<file path="config.mk">
export PLATFORM = sky130hd
export DESIGN_NAME = hdlc_rx_pool
export DESIGN_NICKNAME = d
export VERILOG_FILES = /design/src/rtl/rxf_pkg.sv /design/src/rtl/rxf_store.sv /design/src/rtl/rxf_chunkq.sv /design/src/rtl/rxf_wrctl.sv /design/src/rtl/hdlc_rx_pool.sv
export SDC_FILE = /design/constraint.sdc
export NUM_CORES = 1
export LEC_CHECK = 0
export CORE_MARGIN = 8
export CORE_UTILIZATION = 56
export DETAILED_ROUTE_END_ITERATION = 10
export PLACE_DENSITY = 0.75
export SYNTH_ARGS = -nofsm -noshare
export SYNTH_HDL_FRONTEND = slang
export SYNTH_SLANG_ARGS = --single-unit
</file>
<file path="constraint.sdc">
create_clock -name clk -period 4.31 [get_ports clk]
set_input_delay 0.6465 -clock clk [delete_from_list [all_inputs] [get_ports clk]]
set_output_delay 0.6465 -clock clk [all_outputs]
set_load 0.01 [all_outputs]
</file>
<file path="src/rtl/rxf_pkg.sv">
package rxf_pkg;
    parameter int unsigned BLK_BYTES = 32;
    parameter int unsigned CNT_W     = 12;
    localparam int unsigned LEN_W    = $clog2(BLK_BYTES) + 1;

    // bit positions inside the appended status byte
    localparam int unsigned ST_OVF    = 0;
    localparam int unsigned ST_ABORT  = 1;
    localparam int unsigned ST_CRC_OK = 2;

    // one piece handed to the host: a full block or a frame tail
    typedef struct packed {
        logic             is_end;
        logic [LEN_W-1:0] len;
        logic [CNT_W-1:0] cnt;
    } chunk_t;
endpackage

</file>
<file path="src/rtl/rxf_store.sv">
module rxf_store #(
    parameter  int unsigned DEPTH = 64,
    localparam int unsigned AW    = $clog2(DEPTH)
) (
    input  logic          clk,
    input  logic          we,
    input  logic [AW-1:0] waddr,
    input  logic [7:0]    wdata,
    input  logic [AW-1:0] raddr,
    output logic [7:0]    rdata
);
    logic [7:0] mem_q [DEPTH];

    always_ff @(posedge clk) begin
        if (we) mem_q[waddr] <= wdata;
    end

    assign rdata = mem_q[raddr];
endmodule

</file>
<file path="src/rtl/rxf_chunkq.sv">
module rxf_chunkq
    import rxf_pkg::*;
#(
    parameter  int unsigned DEPTH = 8,
    localparam int unsigned AW    = $clog2(DEPTH),
    localparam int unsigned CW    = AW + 1
) (
    input  logic          clk,
    input  logic          rst_n,
    input  logic          push,
    input  chunk_t        push_entry,
    input  logic          pop,
    output chunk_t        head,
    output logic [CW-1:0] cnt
);
    typedef struct packed {
        logic [AW-1:0] wp;
        logic [AW-1:0] rp;
        logic [CW-1:0] cnt;
    } cq_state_t;

    cq_state_t s_q, s_d;
    chunk_t    slot_q [DEPTH];

    always_comb begin
        s_d = s_q;
        if (push) s_d.wp = s_q.wp + AW'(1);
        if (pop)  s_d.rp = s_q.rp + AW'(1);
        s_d.cnt = s_q.cnt + CW'(push) - CW'(pop);
    end

    always_ff @(posedge clk or negedge rst_n) begin
        if (!rst_n) s_q <= '0;
        else        s_q <= s_d;
    end

    always_ff @(posedge clk) begin
        if (push) slot_q[s_q.wp] <= push_entry;
    end

    assign head = slot_q[s_q.rp];
    assign cnt  = s_q.cnt;

    // the writer reserves room, so the queue is never pushed when full
    p_no_push_full_r8: assert property (@(posedge clk) disable iff (!rst_n)
        push |-> (s_q.cnt < CW'(DEPTH)));

    // pops come only from acknowledges of a pending piece
    p_no_pop_empty_r3: assert property (@(posedge clk) disable iff (!rst_n)
        pop |-> (s_q.cnt != '0));
endmodule

</file>
<file path="src/rtl/rxf_wrctl.sv">
module rxf_wrctl
    import rxf_pkg::*;
#(
    parameter  int unsigned DEPTH    = 64,
    parameter  int unsigned CQ_DEPTH = 8,
    localparam int unsigned AW       = $clog2(DEPTH),
    localparam int unsigned FW       = AW + 1,
    localparam int unsigned QCW      = $clog2(CQ_DEPTH) + 1
) (
    input  logic           clk,
    input  logic           rst_n,
    input  logic           rx_valid,
    input  logic [7:0]     rx_data,
    input  logic           rx_eof,
    input  logic           rx_crc_ok,
    input  logic           rx_abort,
    input  logic [FW-1:0]  free_bytes,
    input  logic [QCW-1:0] cq_cnt,
    output logic           we,
    output logic [AW-1:0]  waddr,
    output logic [7:0]     wdata,
    output logic           push,
    output chunk_t         push_entry
);
    typedef struct packed {
        logic [AW-1:0]    wp;
        logic [LEN_W-1:0] fill;
        logic [CNT_W-1:0] fcnt;
        logic             ovf;
    } wr_state_t;

    wr_state_t s_q, s_d;
    logic      data_ok, stat_ok;

    always_comb begin
        s_d        = s_q;
        we         = 1'b0;
        wdata      = rx_data;
        push       = 1'b0;
        push_entry = '0;
        // one byte stays reserved for the status byte, one descriptor for the tail
        data_ok = (free_bytes > FW'(1)) && (cq_cnt < QCW'(CQ_DEPTH - 1));
        stat_ok = (free_bytes != '0) && (cq_cnt < QCW'(CQ_DEPTH));

        if (rx_valid) begin
            if (data_ok) begin
                we      = 1'b1;
                s_d.wp   = s_q.wp + AW'(1);
                s_d.fcnt = s_q.fcnt + CNT_W'(1);
                if (s_q.fill == LEN_W'(BLK_BYTES - 1)) begin
                    push              = 1'b1;
                    push_entry.is_end = 1'b0;
                    push_entry.len    = LEN_W'(BLK_BYTES);
                    push_entry.cnt    = s_q.fcnt + CNT_W'(1);
                    s_d.fill          = '0;
                end else begin
                    s_d.fill = s_q.fill + LEN_W'(1);
                end
            end else begin
                s_d.ovf = 1'b1;
            end
        end else if (rx_eof) begin
            if (stat_ok) begin
                we                = 1'b1;
                wdata             = '0;
                wdata[ST_CRC_OK]  = rx_crc_ok;
                wdata[ST_ABORT]   = rx_abort;
                wdata[ST_OVF]     = s_q.ovf;
                s_d.wp            = s_q.wp + AW'(1);
                push              = 1'b1;
                push_entry.is_end = 1'b1;
                push_entry.len    = s_q.fill + LEN_W'(1);
                push_entry.cnt    = s_q.fcnt + CNT_W'(1);
            end
            s_d.fill = '0;
            s_d.fcnt = '0;
            s_d.ovf  = 1'b0;
        end
    end

    always_ff @(posedge clk or negedge rst_n) begin
        if (!rst_n) s_q <= '0;
        else        s_q <= s_d;
    end

    assign waddr = s_q.wp;

    // the receiver presents a byte and an end marker in separate cycles
    p_one_beat_r4: assert property (@(posedge clk) disable iff (!rst_n)
        !(rx_valid && rx_eof));

    // a frame that stored data always gets its status byte and tail piece
    p_status_kept_r5: assert property (@(posedge clk) disable iff (!rst_n)
        (rx_eof && s_q.fcnt != '0) |-> (push && push_entry.is_end && we));

    // an open block never reaches a full block without being closed
    p_fill_bound_r2: assert property (@(posedge clk) disable iff (!rst_n)
        s_q.fill < LEN_W'(BLK_BYTES));
endmodule

</file>
<file path="src/rtl/hdlc_rx_pool.sv">
module hdlc_rx_pool
    import rxf_pkg::*;
#(
    parameter  int unsigned N_BLKS   = 2,
    parameter  int unsigned CQ_DEPTH = 8,
    localparam int unsigned DEPTH    = BLK_BYTES * N_BLKS,
    localparam int unsigned AW       = $clog2(DEPTH),
    localparam int unsigned FW       = AW + 1,
    localparam int unsigned QCW      = $clog2(CQ_DEPTH) + 1
) (
    input  logic             clk,
    input  logic             rst_n,
    input  logic             rx_valid,
    input  logic [7:0]       rx_data,
    input  logic             rx_eof,
    input  logic             rx_crc_ok,
    input  logic             rx_abort,
    input  logic             host_rd,
    input  logic             host_ack,
    output logic [7:0]       host_data,
    output logic             irq_block,
    output logic             irq_end,
    output logic [7:0]       cnt_lo,
    output logic [CNT_W-9:0] cnt_hi
);
    typedef struct packed {
        logic [FW-1:0]    free;
        logic [AW-1:0]    base;
        logic [LEN_W-1:0] roff;
    } rd_state_t;

    rd_state_t      t_q, t_d;
    logic           we, push, pending, pop;
    logic [AW-1:0]  waddr, raddr;
    logic [7:0]     wdata;
    chunk_t         push_entry, head;
    logic [QCW-1:0] cq_cnt;

    rxf_wrctl #(.DEPTH(DEPTH), .CQ_DEPTH(CQ_DEPTH)) u_wr (
        .clk        (clk),
        .rst_n      (rst_n),
        .rx_valid   (rx_valid),
        .rx_data    (rx_data),
        .rx_eof     (rx_eof),
        .rx_crc_ok  (rx_crc_ok),
        .rx_abort   (rx_abort),
        .free_bytes (t_q.free),
        .cq_cnt     (cq_cnt),
        .we         (we),
        .waddr      (waddr),
        .wdata      (wdata),
        .push       (push),
        .push_entry (push_entry)
    );

    rxf_chunkq #(.DEPTH(CQ_DEPTH)) u_cq (
        .clk        (clk),
        .rst_n      (rst_n),
        .push       (push),
        .push_entry (push_entry),
        .pop        (pop),
        .head       (head),
        .cnt        (cq_cnt)
    );

    rxf_store #(.DEPTH(DEPTH)) u_mem (
        .clk   (clk),
        .we    (we),
        .waddr (waddr),
        .wdata (wdata),
        .raddr (raddr),
        .rdata (host_data)
    );

    assign pending = (cq_cnt != '0);
    assign pop     = host_ack && pending;
    assign raddr   = t_q.base + AW'(t_q.roff);

    always_comb begin
        t_d = t_q;
        if (host_rd && pending && (t_q.roff < head.len))
            t_d.roff = t_q.roff + LEN_W'(1);
        if (pop) begin
            t_d.base = t_q.base + AW'(head.len);
            t_d.roff = '0;
        end
        t_d.free = t_q.free - FW'(we) + (pop ? FW'(head.len) : FW'(0));
    end

    always_ff @(posedge clk or negedge rst_n) begin
        if (!rst_n) begin
            t_q.free <= FW'(DEPTH);
            t_q.base <= '0;
            t_q.roff <= '0;
        end else begin
            t_q <= t_d;
        end
    end

    assign irq_block = pending && !head.is_end;
    assign irq_end   = pending && head.is_end;
    assign cnt_lo    = irq_end ? head.cnt[7:0] : 8'd0;
    assign cnt_hi    = irq_end ? head.cnt[CNT_W-1:8] : '0;

    // free space never exceeds the store
    p_free_bound_r8: assert property (@(posedge clk) disable iff (!rst_n)
        t_q.free <= FW'(DEPTH));

    // an acknowledge with nothing pending leaves the read side untouched
    p_ack_idle_r3: assert property (@(posedge clk) disable iff (!rst_n)
        (host_ack && !pending) |=> ($stable(t_q.base) && $stable(t_q.roff)));

    // the read position stays within the current piece
    p_roff_bound_r10: assert property (@(posedge clk) disable iff (!rst_n)
        pending |-> (t_q.roff <= head.len));
endmodule

</file>
==> results of run 1 <==
-- worst max path at each step --
stage                        from                     endpoint  slack, ns  cells after the start
3_3_place_gp   t_q[0]$_DFFE_PN0P_                 host_data[7]       0.06                     11
6_report       t_q[0]$_DFFE_PN0P_                 host_data[6]      -0.03                      9
2_1_floorplan            rx_valid  u_cq.slot_q[0][0]$_DFFE_PP_       0.41                      5
3_5_place_dp   t_q[0]$_DFFE_PN0P_                 host_data[7]     -0.003                     11
4_1_cts        t_q[6]$_DFFE_PN0N_                 host_data[4]      -0.11                      9
5_1_grt        t_q[0]$_DFFE_PN0P_                 host_data[4]      -0.11                      9
-- synth_stat cells (2+ instances only) --
cell,count,area (µm²)
o21bai_1,3,22.5
mux2i_1,21,210
mux4_2,168,3780
inv_1,47,176
o21ai_2,4,35.0
mux4_1,6,158
or3_1,2,12.5
and2_1,5,31.3
xor2_1,14,123
o22ai_1,2,12.5
o31ai_1,8,60.1
mux2_2,16,180
o221ai_1,9,78.8
nand2b_1,3,18.8
buf_4,3,22.5
nand3_1,96,480
nor2b_1,4,25.0
buf_6,3,33.8
a21o_1,7,52.6
nor3_1,7,35.0
a21oi_1,17,85.1
o21a_1,2,15.0
buf_2,22,110
fa_1,4,80.1
nand4_1,10,62.6
nor3b_1,2,15.0
xnor2_1,30,263
and3_1,7,43.8
o21ai_0,71,355
a31oi_1,3,18.8
nand3b_1,2,15.0
buf_1,12,45.0
nor2_1,124,465
edfxtp_1,664,19900
clkbuf_1,41,154
dfrtp_1,53,1330
nand2_1,57,214
clkbuf_2,2,10.0
ha_1,39,488
-- timing repair --
item                                    in CTS  in global routing
endpoints found under the setup margin      21                 11
pin swaps                                   14                 13
cloned                                       5                  3
setup buffers                               11                  1
resized for setup                           75                  8
-- layer usage --
metal,vias to the layer above,share of wire,track usage
met5,-,0,0
met4,0,0.031,0.0765
met3,130,0.078,0.0451
met2,789,0.51,0.375
met1,8322,0.38,0.297
li1,6758,-,-
-- kinds of logic (layout without fill, tap and decap cells) --
family	after synthesis	in the layout	synth area share
flip-flops	718	718	0.721
AND/OR/NAND/NOR	329	329	0.0511
multiplexers	211	211	0.147
AO/OA/AOI/OAI	139	139	0.0298
buffers and inverters	130	353	0.0187
XOR/XNOR	44	44	0.0131
adder cells (fa/ha/maj)	43	43	0.0192
-- through the flow --
step	utilization	hold WS (ns)	power (mW)
finish	0.656	0.117	26.4
global route	0.656	0.147	27.5
CTS	0.655	0.106	26.4
detailed placement	0.604	0.498	19.2
global placement	0.604	0.484	18.9
floorplan	-	0.351	15.6
-- where the power goes --
group	internal (mW)	switching, mW
Clock	3.55	2.64
Combinational	5.74	5.93
Sequential	8.17	0.341
Total	17.5	8.92
-- state kept, by name, summed over array words and instances, names as in the netlist --
| name | flops |
|---|---|
| u_cq.slot_q | 152 |
| u_cq.s_q | 6 |
| u_cq.cnt | 4 |
| t_q | 19 |
| u_wr.s_q | 19 |
| u_wr.waddr | 6 |
| u_mem.mem_q | 512 |
-- final cells by class --
type / count / area, µm²
Fill cell: 3411 / 18000
Clock inverter: 42 / 414
Timing Repair Buffer: 175 / 1770
Inverter: 47 / 176
Clock buffer: 89 / 1920
Sequential cell: 718 / 21300
Tap cell: 688 / 861
Multi-Input combinational cell: 766 / 7890
==> metrics.md, run 1 <==
| Metric | Value |
|---|---|
| Status | `complete, but fails checks` |
| Failing checks | `negative setup slack` |
| Ys Warns | `0` |
| Sequential area share after synthesis | `0.721` |
| Layout Cells excl Fill | `2525` |
| CTS sink count | `718` |
| Final wirelength | `about 68000 µm` |
| Cell Area, Placed | `31600 µm²` |
| CTS HTree Levels | `3` |
| Most common cell after layout, fill and taps aside | `edfxtp_1` |
| Critical path fanouts, max | `7` |
| Hold-fix buffers at CTS | `0` |
| Fmax | `230 MHz` |
| Final period util | `1.01` |
| RSZ-0062 raised after global routing | `true` |
| Syn Nets | `1673` |
| Max cap viols | `0` |
| Buf+Inv Stages, Crit Path | `3` |
| Worst Reg-to-Reg Cells | `9` |
| Die Area | `approximately 60000 µm²` |
| Row count | `84` |
| Worst r2r src | `u_cq.s_q[4]$_DFFE_PN0N_` |
| Fin. max-slew vios | `0` |
| Final Hold Vio Count | `0` |
| Crit path time final | `4.34 ns` |
| Clock skew | `0.0187 ns` |
| Final ANT Viol Nets | `0` |
| First-pass GRT wire length | `102000 µm` |
| CP peak stage delay | `0.84 ns` |
| Clk Latency, worst-skew pair | `0.62 ns` |
| PD cells | `769 nW/µm²` |
| CTS tree | `done` |
| Number of top-level pins | `38` |
| Largest net degree at the start of global routing | `65` |
| Actual slew at the worst max-slew pin | `0.937 ns` |
| Via count | `16.0k` |
| Area added between synthesis and finish | `16.3%` |
| Worst vdd ir | `0.676 mV` |
| CTS Root Cell | `clkbuf_16` |
| WL/cell | `between 20 and 30 µm` |
| Setup slack after placement | `-0.00277 ns` |
| RePlAce Congestion | `0.821` |
| Nets | `1839` |
| Cell total after placement | `2379` |
| P_leak | `11.5 nW` |
| Syn Area/Cell | `roughly 18 µm²` |
| Critical path type | `reg -> out` |
| CP Cell Sequence | `ha_4, fa_4, buf_12, buf_12, mux4_2, mux4_2, o221ai_4, mux2i_1, buf_2` |
| Drt initial violations | `1752` |
| GRT Residual Overflow | `0` |
| R2r setup slk | `0.59 ns` |
| Worst hold-check path type | `in -> async` |
| DIE HEIGHT | `246 µm` |
| Setup crit end kind | `output port` |
| DP HPWL | `around 40000 µm` |
| Setup ws final | `-0.0285 ns` |
| Initial Util | `0.564` |
| Share of cells above drive strength 1 | `0.268` |
| Synthesized instance count | `1614` |
| Initial antenna violation count | `0` |
| Bufs on Longest Clock Path | `3` |
| WP data arrival | `about 3.7 ns` |
| Top_reg_cell synth | `edfxtp_1` |
| Req. time, crit path | `3.66 ns` |
| Setup TNS | `-0.0533 ns` |
| Distinct cells, synth | `63` |
| Async set-reset flop share out of synthesis | `0.0752` |
| Drt pass-1 iters | `5` |
| DRC | `0` |
| Most frequent cells in the layout | `edfxtp_1, mux4_2, nor2_1, buf_4, nand3_1` |
| FF+latch count, synth | `718` |
| Total track usage | `0.225` |
| Vias in the first global route | `16.3k` |
| Core Box Area | `52300 µm²` |
| Buffers on Ports | `37` |
| Post-synth EDFFs | `664` |
| Crit-path leading delay family | `adder cells` |
| Reg-to-reg endpoint | `t_q[5]$_DFFE_PN0P_` |
| Die X | `246 µm` |
| Critical path startpoint category | `register` |
| Design Area, Final | `34300 µm²` |
| Clk slew on worst S/H paths | `0.07 ns` |
| Synthesized area | `29500 µm²` |
| # setup viols final | `2` |
| Via density per instance | `approximately 6.3` |
| CTS buffer count | `72` |
| Antenna cells | `0` |
| Slowest CP cell | `fa_4` |
| Max-slew headroom | `0.373` |
(Power assumes the default switching activity.)
==> run 2: changes to the inputs <==
--- a/config.mk
+++ b/config.mk
@@ -11,4 +11,5 @@
 export PLACE_DENSITY = 0.75
 export SYNTH_ARGS = -nofsm -noshare
 export SYNTH_HDL_FRONTEND = slang
+export SYNTH_HIERARCHICAL = 1
 export SYNTH_SLANG_ARGS = --single-unit
==> metrics.md, run 2 <==
| Metric | Value |
|---|---|
| Status | `completed` |
| Largest net degree at the start of global routing | `65 (unchanged)` |
| Setup crit end kind | `output port` |
| Synth area leaders | `edfxtp_1, mux4_2, dfrtp_1` |
| Final ANT Viol Nets | `0 (unchanged)` |
| Via density per instance | `6.25 (-1.4%)` |
| Die Area | `60900 µm² (+0.96%)` |
| Max-slew headroom | `0.333 (-0.0406)` |
| Top_reg_cell synth | `edfxtp_1` |
| Clk slew on worst S/H paths | `0.06 ns (about the same)` |
| Worst hold-check path type | `in -> async` |
| Synthesized instance count | `1587 (-1.7%)` |
| Vias in the first global route | `16.3k (+0.031%)` |
| DRC | `0 (unchanged)` |
| FF+latch count, synth | `718 (unchanged)` |
| Syn Nets | `1644 (-1.7%)` |
| Layout Cells excl Fill | `2525 (unchanged)` |
| Nets | `1832 (-0.38%)` |
| Area added between synthesis and finish | `16.8%` |
| Clock skew | `0.0240 ns (+0.00530 ns)` |
| Max reg flops | `512 (unchanged)` |
| Critical Path Stages | `12 (+3)` |
| Final Hold Vio Count | `0 (unchanged)` |
| Largest Register | `u_mem/mem_q` |
| Bufs on Longest Clock Path | `3 (unchanged)` |
| WP data arrival | `3.60 ns (-0.09 ns)` |
| Worst Reg-to-Reg Cells | `12 (+3)` |
| Ys Warns | `6 (+6)` |
| Via count | `15.8k (-1.4%)` |
| CTS Root Cell | `clkbuf_16` |
| Most frequent cells in the layout | `edfxtp_1, mux4_2, buf_4, nor2_1, clkbuf_16` |
| Initial antenna violation count | `0 (unchanged)` |
| Combinational share of power | `0.454 (+0.012)` |
| Row count | `84 (unchanged)` |
| Number of top-level pins | `38 (unchanged)` |
| Synth cell count leaders | `edfxtp_1, mux4_2, nor2_1, dfrtp_1, nand2_1` |
| Drt initial violations | `1758 (+0.34%)` |
| Setup ws final | `0.0636 ns (+0.0920 ns)` |
| Largest regs | `u_mem/mem_q x512, u_cq/slot_q x152` |
| Post-synth top area share | `0.669 (-0.00689)` |
| CP Cell Sequence | `ha_4, inv_1, fa_2, inv_4, buf_4, buf_8, mux4_2, mux4_2, o21ai_2, o41ai_2, buf_4, buf_4` |
| Critical path startpoint category | `register` |
| Max cap viols | `0 (unchanged)` |
| Distinct cells, synth | `75 (+19%)` |
| Fillers | `3320 (-2.7%)` |
| Syn Area/Cell | `18.8 µm² (+2.7%)` |
| Async set-reset flop share out of synthesis | `0.0752 (unchanged)` |
| PD cells | `793 nW/µm² (+3.2%)` |
| Final period util | `0.985 (-0.0214)` |
| Cell total after placement | `2352 (-1.1%)` |
| Crit path time final | `4.25 ns (-0.0920 ns)` |
| Sequential area share after synthesis | `0.714 (-0.00735)` |
| Post-synth EDFFs | `664 (unchanged)` |
| Internal | `18.2 mW (+4.0%)` |
| Share of cells above drive strength 1 | `0.295 (+0.0263)` |
| Actual slew at the worst max-slew pin | `0.997 ns (+0.0605 ns)` |
| GRT Residual Overflow | `0 (unchanged)` |
| Fmax | `235 MHz (+2.2%)` |
| Synthesized area | `29800 µm² (+1.0%)` |
| P_leak | `11.9 nW (+3.5%)` |
| Drt pass-1 iters | `5 (unchanged)` |
| Critical path type | `reg -> out` |
| Clock network fraction of design power | `0.236 (about the same)` |
| Clk Latency, worst-skew pair | `0.62 ns (about the same)` |
| Initial Util | `0.566 (+0.00240)` |
| CP peak stage delay | `0.55 ns (-0.29 ns)` |
| Critical path fanouts, max | `6 (-1)` |
| Core Box Area | `52700 µm² (+0.60%)` |
| Top cell by count, worst path | `buf_4` |
| DIE HEIGHT | `247 µm (+0.48%)` |
| CTS buffer count | `74 (+2.8%)` |
| Buf+Inv Stages, Crit Path | `6 (+3)` |
| CTS HTree Levels | `3 (unchanged)` |
| Design Area, Final | `34800 µm² (+1.5%)` |
| Slowest CP cell | `mux4_2` |
| Sequential Power Share | `0.310 (-0.013)` |
| Crit-path leading delay family | `multiplexers` |
| Setup slack after placement | `-0.0656 ns (-0.0629 ns)` |
| Worst vdd ir | `0.657 mV (-2.9%)` |
| Die X | `247 µm (+0.48%)` |
| Most common cell after layout, fill and taps aside | `edfxtp_1` |
| Req. time, crit path | `3.66 ns (about the same)` |
| Count leader, synth | `edfxtp_1` |
| CTS tree | `done` |
| First-pass GRT wire length | `101000 µm (-0.52%)` |
| WL/cell | `26.5 µm (-1.8%)` |
| Total track usage | `0.222 (-0.00300)` |
| Setup TNS | `0 ns (+0.0533 ns)` |
| Buffers on Ports | `37 (unchanged)` |
| Largest area contributor in the netlist | `edfxtp_1` |
| CTS sink count | `718 (unchanged)` |
| Net load switching power | `9.46 mW (+6.1%)` |
| Final wirelength | `66900 µm (-1.8%)` |
| # setup viols final | `0 (-2)` |
| Cell Area, Placed | `31700 µm² (+0.21%)` |
| Fin. max-slew vios | `0 (unchanged)` |
| RePlAce Congestion | `0.878 (+6.9%)` |
| Switching Share | `0.343 (+0.00461)` |
| DP HPWL | `41200 µm (+3.1%)` |
run 2: changes by cell type after synthesis, sizes merged, moves of 7 or more:
cell / before / now
nand3: 96 / 22
nor2b: 4 / 16
nor2: 125 / 113
buf: 40 / 57
o31ai: 8 / 1
a21o: 7 / 14
mux4: 174 / 164
clkbuf: 43 / 25
mux2i: 21 / 35
mux2: 16 / 39
and2: 5 / 22
o21ai: 76 / 25
nor3: 8 / 17
nand2b: 3 / 14
run 2: worst paths after layout:
path,end,startpoint,slack (ns)
worst max-delay path,host_data[5],t_q[6]$_DFFE_PN0N_,0.06
worst min-delay path,t_q[15]$_DFF_PN0_,rst_n,0.05
worst max register to register,t_q[18]$_DFF_PN1_,u_cq/s_q[4]$_DFFE_PN0P_,0.76
worst min register to register,u_wr/s_q[12]$_DFFE_PN0P_,u_wr/s_q[12]$_DFFE_PN0P_,0.53
max in group asynchronous,t_q[18]$_DFF_PN1_,rst_n,3.40
min in group clk,u_wr/s_q[12]$_DFFE_PN0P_,u_wr/s_q[12]$_DFFE_PN0P_,0.53
run 2: cell type report:
class                   count  area (µm²)  area share
clock buffers              97        2000      0.0574
diodes                      1        2.50   0.0000718
inverters                  47         179     0.00514
repair buffers            194        1800      0.0517
well taps                 688         861      0.0247
clock inverters            40         483      0.0139
flip-flops and latches    718       21300       0.611
multi-input cells         740        8210       0.236
run 2: worst register-to-register path, stage by stage, from the launching register on:
cell and delay, ns:
dfrtp_2 0.57, buf_4 0.45, mux4_2 0.57, mux2_2 0.35
nand2_1 0.10, ha_1 0.13, inv_1 0.04, ha_1 0.31
nor2b_1 0.14, o21ai_0 0.11, a21boi_0 0.35, nor4_1 0.09
a311oi_1 0.26
run 2: power by group through the flow:
stage / sequential [mW] / clock, mW / combinational [mW]
CTS: 8.56 / 6.60 / 12.1
floorplan: 8.50 / 0 / 7.51
global route: 8.60 / 6.88 / 13.3
detailed placement: 8.69 / 0 / 10.9
global placement: 8.66 / 0 / 10.7
finish: 8.56 / 6.51 / 12.6
run 2: logic make-up after synthesis:
group	after synthesis	share of synthesized area
AO/OA/AOI/OAI	125	0.0326
XOR/XNOR	39	0.0115
adder cells (fa/ha/maj)	41	0.0182
buffers and inverters	129	0.0232
flip-flops	718	0.714
multiplexers	238	0.152
AND/OR/NAND/NOR	297	0.0483
run 2: metrics by stage:
step / utilization / hold WS (ns) / total power [mW]
floorplan: - / 0.351 / 16.0
global route: 0.661 / 0.100 / 28.7
CTS: 0.658 / 0.0612 / 27.2
detailed placement: 0.601 / 0.511 / 19.6
global placement: 0.601 / 0.492 / 19.4
finish: 0.662 / 0.0478 / 27.6
run 2: routing by layer:
layer,routed length (µm),up-vias,global-route usage
met5,0,-,0
met4,1810,0,0.0712
met3,5970,127,0.0487
met2,33100,757,0.367
met1,26000,8153,0.295
li1,-,6741,-
run 2: timing repair:
action / CTS / global route
setup buffers: 19 / 14
resized for setup: 67 / 26
pin swaps: 9 / 13
hold buffers: 0 / 0
gates cloned: 3 / 0
setup endpoints to repair: 8 / 8
